[config.mk]
export PLATFORM = sky130hd
export DESIGN_NAME = modf_mul
export DESIGN_NICKNAME = d
export VERILOG_FILES = /design/src/rtl/modf_mul.sv
export SDC_FILE = /design/constraint.sdc
export NUM_CORES = 1
export LEC_CHECK = 0
export ABC_AREA = 1
export BUFFER_PORTS_ARGS = -buffer_cell sky130_fd_sc_hd__buf_4
export CAP_MARGIN = 20
export CELL_PAD_IN_SITES_DETAIL_PLACEMENT = 2
export CELL_PAD_IN_SITES_GLOBAL_PLACEMENT = 2
export CORE_MARGIN = 2
export CORE_UTILIZATION = 42
export DETAILED_ROUTE_END_ITERATION = 6
export GPL_ROUTABILITY_DRIVEN = 0
export HOLD_SLACK_MARGIN = 0.12
export PLACE_DENSITY_LB_ADDON = 0.1
export REMOVE_ABC_BUFFERS = 1
export SLEW_MARGIN = 20
export SYNTH_ARGS = -nofsm -noshare
export SYNTH_HDL_FRONTEND = slang
export SYNTH_SLANG_ARGS = --single-unit
[constraint.sdc]
create_clock -name clk -period 1 [get_ports clk]
set_clock_uncertainty 0.05 [all_clocks]
set_input_delay 0.15 -clock clk [delete_from_list [all_inputs] [get_ports clk]]
set_output_delay 0.15 -clock clk [all_outputs]
set_load 0.03 [all_outputs]
[src/rtl/modf_mul.sv]
module modf_mul #(
  parameter int N       = 16,
  parameter bit REG_OUT = 1'b1
) (
  input  logic         clk,
  input  logic         rst_n,
  input  logic         in_vld,
  input  logic [N:0]   a,
  input  logic [N:0]   b,
  output logic         out_vld,
  output logic [N:0]   p
);
  localparam logic [N:0]   MODV  = {1'b1, {(N-1){1'b0}}, 1'b1};
  localparam logic [N:0]   TOP   = {1'b1, {N{1'b0}}};
  localparam logic [N-1:0] KROW  = N'(3);

  wire [N-1:0] x = a[N-1:0];
  wire [N-1:0] y = b[N-1:0];

  logic [N-1:0] row [0:N];
  logic [N-1:0] sv  [0:N-1];
  logic [N-1:0] cv  [0:N-1];

  // product rows: wrapped bits inverted, offset balanced by KROW
  assign row[0] = y[0] ? x : '0;
  assign row[N] = KROW;
  for (genvar i = 1; i < N; i++) begin : g_row
    assign row[i] = y[i] ? {x[N-1-i:0], ~x[N-1:N-i]}
                         : {{(N-i){1'b0}}, {i{1'b1}}};
  end

  // linear carry-save array, top carry wrapped end-around inverted
  assign sv[0] = row[0];
  assign cv[0] = row[1];
  for (genvar k = 0; k < N-1; k++) begin : g_csa
    logic [N-1:0] cy;
    assign sv[k+1] = sv[k] ^ cv[k] ^ row[k+2];
    assign cy      = (sv[k] & cv[k]) | (sv[k] & row[k+2]) | (cv[k] & row[k+2]);
    assign cv[k+1] = {cy[N-2:0], ~cy[N-1]};
  end

  // carry-propagate add and end-around correction
  logic [N:0]   cpa;
  logic [N-1:0] low;
  logic [N:0]   core;
  assign cpa  = {1'b0, sv[N-1]} + {1'b0, cv[N-1]};
  assign low  = cpa[N-1:0];
  assign core = !cpa[N] ? {1'b0, low}
              : (low == '0) ? TOP
              : {1'b0, low - N'(1)};

  // operand 2^N acts as -1
  logic [N:0] res;
  always_comb begin
    if (a[N] && b[N])      res = (N+1)'(1);
    else if (a[N])         res = (b == '0) ? '0 : MODV - b;
    else if (b[N])         res = (a == '0) ? '0 : MODV - a;
    else                   res = core;
  end

  if (REG_OUT) begin : g_reg
    always_ff @(posedge clk or negedge rst_n) begin
      if (!rst_n) begin
        out_vld <= 1'b0;
        p       <= '0;
      end else begin
        out_vld <= in_vld;
        p       <= res;
      end
    end
  end else begin : g_comb
    assign out_vld = in_vld;
    assign p       = res;
  end
endmodule

==> run metrics, run 1 <==
outcome=did not finish; Stopped at=clock tree synthesis (4_1_cts); Tool Error=[ERROR DPL-0033] detailed placement checks failed during check placement.; Mapped Area=between 0.009 and 0.01 mm^2; clock sink total=18; DP Wirelength=between 30000 and 40000 um; clock root cell=clkbuf_16; synthesized flop and latch total=18; hold_buf cts=2; prevailing post-synth register cell=dfrtp_1; CTS Buf Count=3; DIE HEIGHT=between 150 and 200 um; top cell type by total area after synthesis=fa_1; site row count=between 50 and 60; Post-Syn Instances=~1200; # resized after CTS=between 150 and 200; yosys warns=0; Post-CTS Setup Bufs=17; Area contributors post-synth=fa_1 (47%), nand2_1 (16%), inv_1 (9.6%), dfrtp_1 (4.7%), ha_1 (4.6%); Buffers on Ports=54; Cell variety after synth=42; Post-synth EDFFs=0; post-synth top area share=between 40% and 50%; H-tree depth=1; Async S/R FF share, synth=between 90% and 100%; Initial Util=between 40 and 50%; I/O pins=55; deepest clock path buffer count=2; sequential area share after synthesis=4.68%; Chip Width=155 um; Avg Cell Area, Syn=around 7.7 um^2
[kinds of logic after synthesis]
family / Yosys count / synth area share, %
xor gates and xnor gates: 19 / 1.73
buffers and inverters: 324 / 13.0
AOI/OAI and AO/OA: 54 / 3.20
muxes: 1 / 0.104
DFF: 18 / 4.68
and+or+nand+nor: 573 / 25.9
adders and majority gates: 260 / 51.4
[cell usage after synthesis, types with 5 or more instances]
| cell type | instances |
|---|---|
| fa_1 | 225 |
| nand2_2 | 20 |
| nand3_2 | 8 |
| nand3b_1 | 5 |
| nand3_1 | 34 |
| nor2_1 | 49 |
| buf_1 | 18 |
| ha_1 | 35 |
| o21ai_0 | 14 |
| xnor2_1 | 8 |
| a31oi_1 | 5 |
| clkbuf_1 | 41 |
| nand2_1 | 407 |
| nor2_2 | 9 |
| nand4_1 | 14 |
| xor2_1 | 11 |
| buf_2 | 7 |
| inv_1 | 246 |
| inv_2 | 7 |
| a21oi_1 | 24 |
| dfrtp_1 | 18 |
| nor3_1 | 8 |
[stage by stage]
stage	instances	TNS [ps]	area (um^2)	worst slack, ps	hold WS (ps)
floorplan	1179	-139000	9320	-8280	-196
detailed placement	1684	-159880	11400	-9530	-23.1
global placement	1684	-150360	11400	-8960	-28.3
==> run 2: changes to the inputs <==
--- a/config.mk
+++ b/config.mk
@@ -8,14 +8,11 @@
 export ABC_AREA = 1
 export BUFFER_PORTS_ARGS = -buffer_cell sky130_fd_sc_hd__buf_4
 export CAP_MARGIN = 20
-export CELL_PAD_IN_SITES_DETAIL_PLACEMENT = 2
-export CELL_PAD_IN_SITES_GLOBAL_PLACEMENT = 2
 export CORE_MARGIN = 2
-export CORE_UTILIZATION = 42
+export CORE_UTILIZATION = 40
 export DETAILED_ROUTE_END_ITERATION = 6
 export GPL_ROUTABILITY_DRIVEN = 0
-export HOLD_SLACK_MARGIN = 0.12
-export PLACE_DENSITY_LB_ADDON = 0.1
+export PLACE_DENSITY_LB_ADDON = 0.15
 export REMOVE_ABC_BUFFERS = 1
 export SLEW_MARGIN = 20
 export SYNTH_ARGS = -nofsm -noshare
==> run 2 against run 1 <==
Net effect: the flow now finishes, with violations (negative setup slack); synthesized area did not move; synthesized cell count unchanged.
==> run metrics, run 2 <==
Nets=approximately 1700; layout cells sized above 1=29.6%; Post-Syn Instances=between 1000 and 1500; prevailing post-synth register cell=dfrtp_1; Synth top cells by count=nand2_1 (407), inv_1 (246), fa_1 (225); global route total overflow=0; vias in the first global route=approximately 8700; failing checks=negative setup slack; site row count=56; Final Core Density=52.0%; Routed WL=around 25000 um; # setup viols final=17; max_cap viols=0; Async S/R FF share, synth=between 90% and 100%; critical path depth=36; Routed wire per std cell=roughly 15 um; top flop regs=p: 17 flops, out_vld: 1 flops; CP arrival=around 9600 ps; max FFs per register=17; Setup crit end=p[9]$_DFF_PN0_; final hold vios=0; sequential area share after synthesis=between 4 and 5%; fmax=~110 MHz; Top cell by count, worst path=fa_2; top cell type by total area after synthesis=fa_1; Final Non-Filler Cells=roughly 1700; Core ar.=0.0235 mm^2; Buffers on Ports=between 50 and 60; Antenna diodes=0; Avg Cell Area, Syn=roughly 7.7 um^2; max incr delay on CP=approximately 610 ps; Slowest cell on crit path=fa_2; synthesized flop and latch total=18; type of origin of the critical path=input pin; Chip Width=159 um; Worst Setup SP=b[2]; setup ws final=-8510 ps; Mapped Area=around 0.0096 mm^2; DIE HEIGHT=159 um; Cell variety after synth=42; WS Path Type=input pin to flip-flop; RSZ-0062 raised after global routing=true; Cells after DPL=1726; Slew @ Worst Pin=approximately 530 ps; Pre-antenna DRT Iters=4; initial antenna violation count=0; Initial Util=between 40% and 50%; Die ar.=0.0253 mm^2; yosys warns=0; min Tclk post-route=between 9000 and 10000 ps; I/O pins=55; largest net degree at the start of global routing=19; drt via density=around 4.7; Post-synth EDFFs=0; GRT Util Overall=21.2%; Post-route DRC=0; initial drt markers=around 350; worst hold-check path type=input pin to async pin; outcome=complete, but fails checks; post-synth top area share=around 47%; CP bufs+invs=6; CTS tree=built; critical path endpoint category=flip-flop; max-slew violation count=0; Area contributors post-synth=fa_1 (47%), nand2_1 (16%), inv_1 (9.6%), dfrtp_1 (4.7%), ha_1 (4.6%); CTS Buf Count=3; DP Wirelength=around 22000 um; CTS clk-pin slew, worst paths=50 ps; via count=~8200; deepest clock path buffer count=2; largest register by flop count=p; Worst Path Required=approximately 1100 ps; commonest non-fill, non-tap cells in the layout=nand2_1 (381), inv_1 (230), buf_4 (223); antenna-violating nets left=0; Area Overhead vs Synth=27.3%; most frequent cell after synthesis=nand2_1; final hold slack=approximately 260 ps; clock sink total=18; H-tree depth=1; first-pass GRT wire length=about 44000 um; family with the most delay on the worst path=adder cells; clock root cell=clkbuf_16; Final Cycle Share=951%; relative slew slack=64.5%; CP Max Fanout=6; commonest non-fill, non-tap cell in the layout=nand2_1
==> run 2: cell counts after synthesis <==
Identical to the previous run, type by type.
==> run 2: cells by family after synthesis <==
logic type / synth area share [%]
xor gates and xnor gates: 1.73
DFF: 4.68
muxes: 0.104
and+or+nand+nor: 25.9
buffers and inverters: 13.0
AOI/OAI and AO/OA: 3.20
adders and majority gates: 51.4
==> run 2: final cells by class <==
type,instances,area (um^2)
tap,319,399
sequential,18,450
multi-input combinational,907,8440
inverter,254,958
timing repair buffer,241,1910
fill,2330,11300
clock buffer,4,88.8
==> run 2: metrics by stage <==
stage / TNS [ps] / worst slack (ps) / instance area (um^2)
after floorplan: -139000 / -8280 / 9320
after global placement: -148960 / -8830 / 11500
after detailed placement: -149270 / -8860 / 11500
after CTS: -143210 / -8470 / 12000
after global routing: -148220 / -8790 / 12200
final: -143680 / -8510 / 12200
==> run 2: worst min path at each step <==
stage          startpoint  cells after the start  slack (ps)                 to
3_3_place_gp        rst_n                      1         -20  out_vld$_DFF_PN0_
5_1_grt             rst_n                      2         290     p[6]$_DFF_PN0_
4_1_cts             rst_n                      2         270     p[6]$_DFF_PN0_
3_5_place_dp        rst_n                      1         -20     p[6]$_DFF_PN0_
2_1_floorplan       rst_n                      0        -200  out_vld$_DFF_PN0_
6_report            rst_n                      2         260     p[3]$_DFF_PN0_
==> run 2: what timing repair did <==
item                                   4_1_cts  5_1_grt
hold buffers                                 2        0
pin swaps                                   22        7
gates resized for setup                     96       65
gates cloned                                 0        0
setup buffers                               10        1
setup endpoints to repair                   18       21
endpoints found under the hold margin       19        0
==> run 2: routing by layer <==
metal	track usage, %	share of wire (%)	up-vias
li1	-	-	3979
met3	0.834	2.6	12
met4	2.23	0.96	0
met2	34.8	48	97
met5	0	0	-
met1	32.3	49	4094
Power of run 2 is not shown: default switching activity piles up to over one toggle a cycle in this logic, so the estimate is an artifact.
==> run 3: changes to the inputs <==
--- a/config.mk
+++ b/config.mk
@@ -5,7 +5,7 @@
 export SDC_FILE = /design/constraint.sdc
 export NUM_CORES = 1
 export LEC_CHECK = 0
-export ABC_AREA = 1
+export ABC_AREA = 0
 export BUFFER_PORTS_ARGS = -buffer_cell sky130_fd_sc_hd__buf_4
 export CAP_MARGIN = 20
 export CORE_MARGIN = 2
==> run 3 against run 2 <==
Net effect: wire length down 2.6%; critical endpoint is now p[14]$_DFF_PN0_; global-route usage up 0.62 points; fmax down 7.2%; the flow still finishes with violations (negative setup slack); non-clock buffer count up 5; worst setup slack worse by 740 ps; first-iteration DRC count down 25%.
==> run metrics, run 3 <==
Pre-antenna DRT Iters=5; I/O pins=between 50 and 60; final instance area=0.0114 mm^2; Routed WL=around 25000 um; vias in the first global route=slightly below 8000; Avg Cell Area, Syn=roughly 9.4 um^2; critical path endpoint category=flip-flop; CTS tree=built; Async S/R FF share, synth=100%; min Tclk post-route=10240 ps; CTS clk-pin slew, worst paths=50 ps; site row count=55; CP arrival=10310 ps; area of the multi-input gates=0.00824 mm^2; deepest clock path buffer count=2; fmax=between 90 and 100 MHz; commonest non-fill, non-tap cell in the layout=buf_4; RSZ-0062 raised after global routing=true; commonest non-fill, non-tap cells in the layout=buf_4 (225), fa_1 (214), nand2_1 (175); setup ws final=-9240 ps; TNS Setup=-156010 ps; Synth top cells by count=fa_1 (225), nand2_1 (176), and2_1 (103); worst hold-check path type=input pin to flip-flop; CTS Buf Count=3; Hold Crit Depth=3; layout cells sized above 1=27.4%; Top cell by count, worst path=fa_2; initial antenna violation count=0; Final Non-Filler Cells=1430; # setup viols final=18; DIE HEIGHT=around 150 um; Cell variety after synth=72; max incr delay on CP=about 580 ps; outcome=complete, but fails checks; Post-synth EDFFs=0; synthesized flop and latch total=18; hold path endpoint=p[11]$_DFF_PN0_; largest register by flop count=p; Reg area=450 um^2; max FFs per register=17; first-pass GRT wire length=just over 40000 um; post-synth top area share=between 40% and 50%; Core ar.=roughly 0.023 mm^2; top flop regs=p: 17 flops, out_vld: 1 flops; Area Overhead vs Synth=25.6%; WS Path Type=input pin to flip-flop; DP Wirelength=21700 um; max_cap viols=0; Die ar.=0.0240 mm^2; Nets=about 1400; Antenna diodes=0; Worst Path Required=about 1100 ps; Initial Util=between 40% and 50%; Post-Syn Instances=between 900 and 1000; Mapped Area=between 0.009 and 0.01 mm^2; hold wc startpoint=a[16]; type of origin of the critical path=input pin; via count=approximately 7400; clock root cell=clkbuf_16; # fillers=2129; Final Cycle Share=1020%; sequential area share after synthesis=under 10%; global route total overflow=0; placed inst area=0.0110 mm^2; most frequent cell after synthesis=fa_1; H-tree depth=1; initial drt markers=approximately 260; Post-route DRC=0; Routed wire per std cell=17.3 um; Slew @ Worst Pin=753 ps; Cells after DPL=~1400; prevailing post-synth register cell=dfrtp_1; Chip Width=between 150 and 200 um; CP Max Fanout=5; largest net degree at the start of global routing=19; Area contributors post-synth=fa_1 (50%), nand2_1 (7.3%), and2_1 (7.1%), dfrtp_1 (5.0%), ha_1 (4.8%); final hold vios=0; failing checks=negative setup slack; Final Core Density=50.8%; yosys warns=0; relative slew slack=49.6%; Slowest cell on crit path=fa_2; antenna-violating nets left=0; drt via density=between 5 and 6; top cell type by total area after synthesis=fa_1; max-slew violation count=0; GRT Util Overall=between 20% and 30%; Buffers on Ports=between 50 and 60; clock sink total=18
-- run 3: repair_timing --
| action | CTS | global route |
|---|---|---|
| endpoints found under the hold margin | 19 | 0 |
| buffers inserted | 7 | 0 |
| resized for setup | 60 | 14 |
| cloned | 1 | 0 |
| hold buffers | 2 | 0 |
| pin swaps | 10 | 6 |
| setup endpoints to repair | 19 | 25 |
-- run 3: worst max path at each step --
stage | start | to | depth (start not counted)
final | a[13] | p[14]$_DFF_PN0_ | 31
after global routing | a[13] | p[14]$_DFF_PN0_ | 32
after CTS | a[13] | p[14]$_DFF_PN0_ | 32
after detailed placement | a[0] | p[11]$_DFF_PN0_ | 30
after global placement | a[0] | p[11]$_DFF_PN0_ | 30
after floorplan | a[0] | p[1]$_DFF_PN0_ | 29
-- run 3: metrics by stage --
stage	worst slack (ps)	hold slack, ps
4_1_cts	-9200	204
3_3_place_gp	-9650	-19.1
5_1_grt	-9490	220
6_report	-9240	211
2_1_floorplan	-8970	-196
3_5_place_dp	-9600	-18.1
-- run 3: routing by layer --
| layer | wire length [um] | global-route usage [%] | share of wire [%] |
|---|---|---|---|
| met1 | 12200 | 33.4 | 49 |
| met5 | 0 | 0 | 0 |
| met3 | 786 | 1.65 | 3.2 |
| met4 | 400 | 3.00 | 1.6 |
| met2 | 11500 | 34.7 | 46 |
-- run 3: kinds of logic (layout without fill, tap and decap cells) --
family | Yosys count | in the layout | synth area share, %
AO/OA/AOI/OAI | 94 | 94 | 8.17
XOR/XNOR | 45 | 45 | 4.33
adder cells (fa/ha/maj) | 260 | 260 | 54.3
buffers and inverters | 156 | 334 | 6.68
flip-flops | 18 | 18 | 4.95
multiplexers | 3 | 3 | 0.344
AND/OR/NAND/NOR | 391 | 391 | 21.2
-- run 3: final cells by class --
class / instances / area share [%]
Clock buffer: 4 / 0.777
Multi-Input combinational cell: 793 / 72.1
Sequential cell: 18 / 3.94
Timing Repair Buffer: 246 / 17.3
Tap cell: 285 / 3.12
Inverter: 84 / 2.76
-- run 3: critical path, delay by kind of cell --
kind / cells / cell delay (ps)
compound gates: 5 / 970
fa+ha+maj: 17 / 7720
buf+inv: 5 / 450
simple gates: 4 / 1000
Power of run 3 is left out for the same reason.
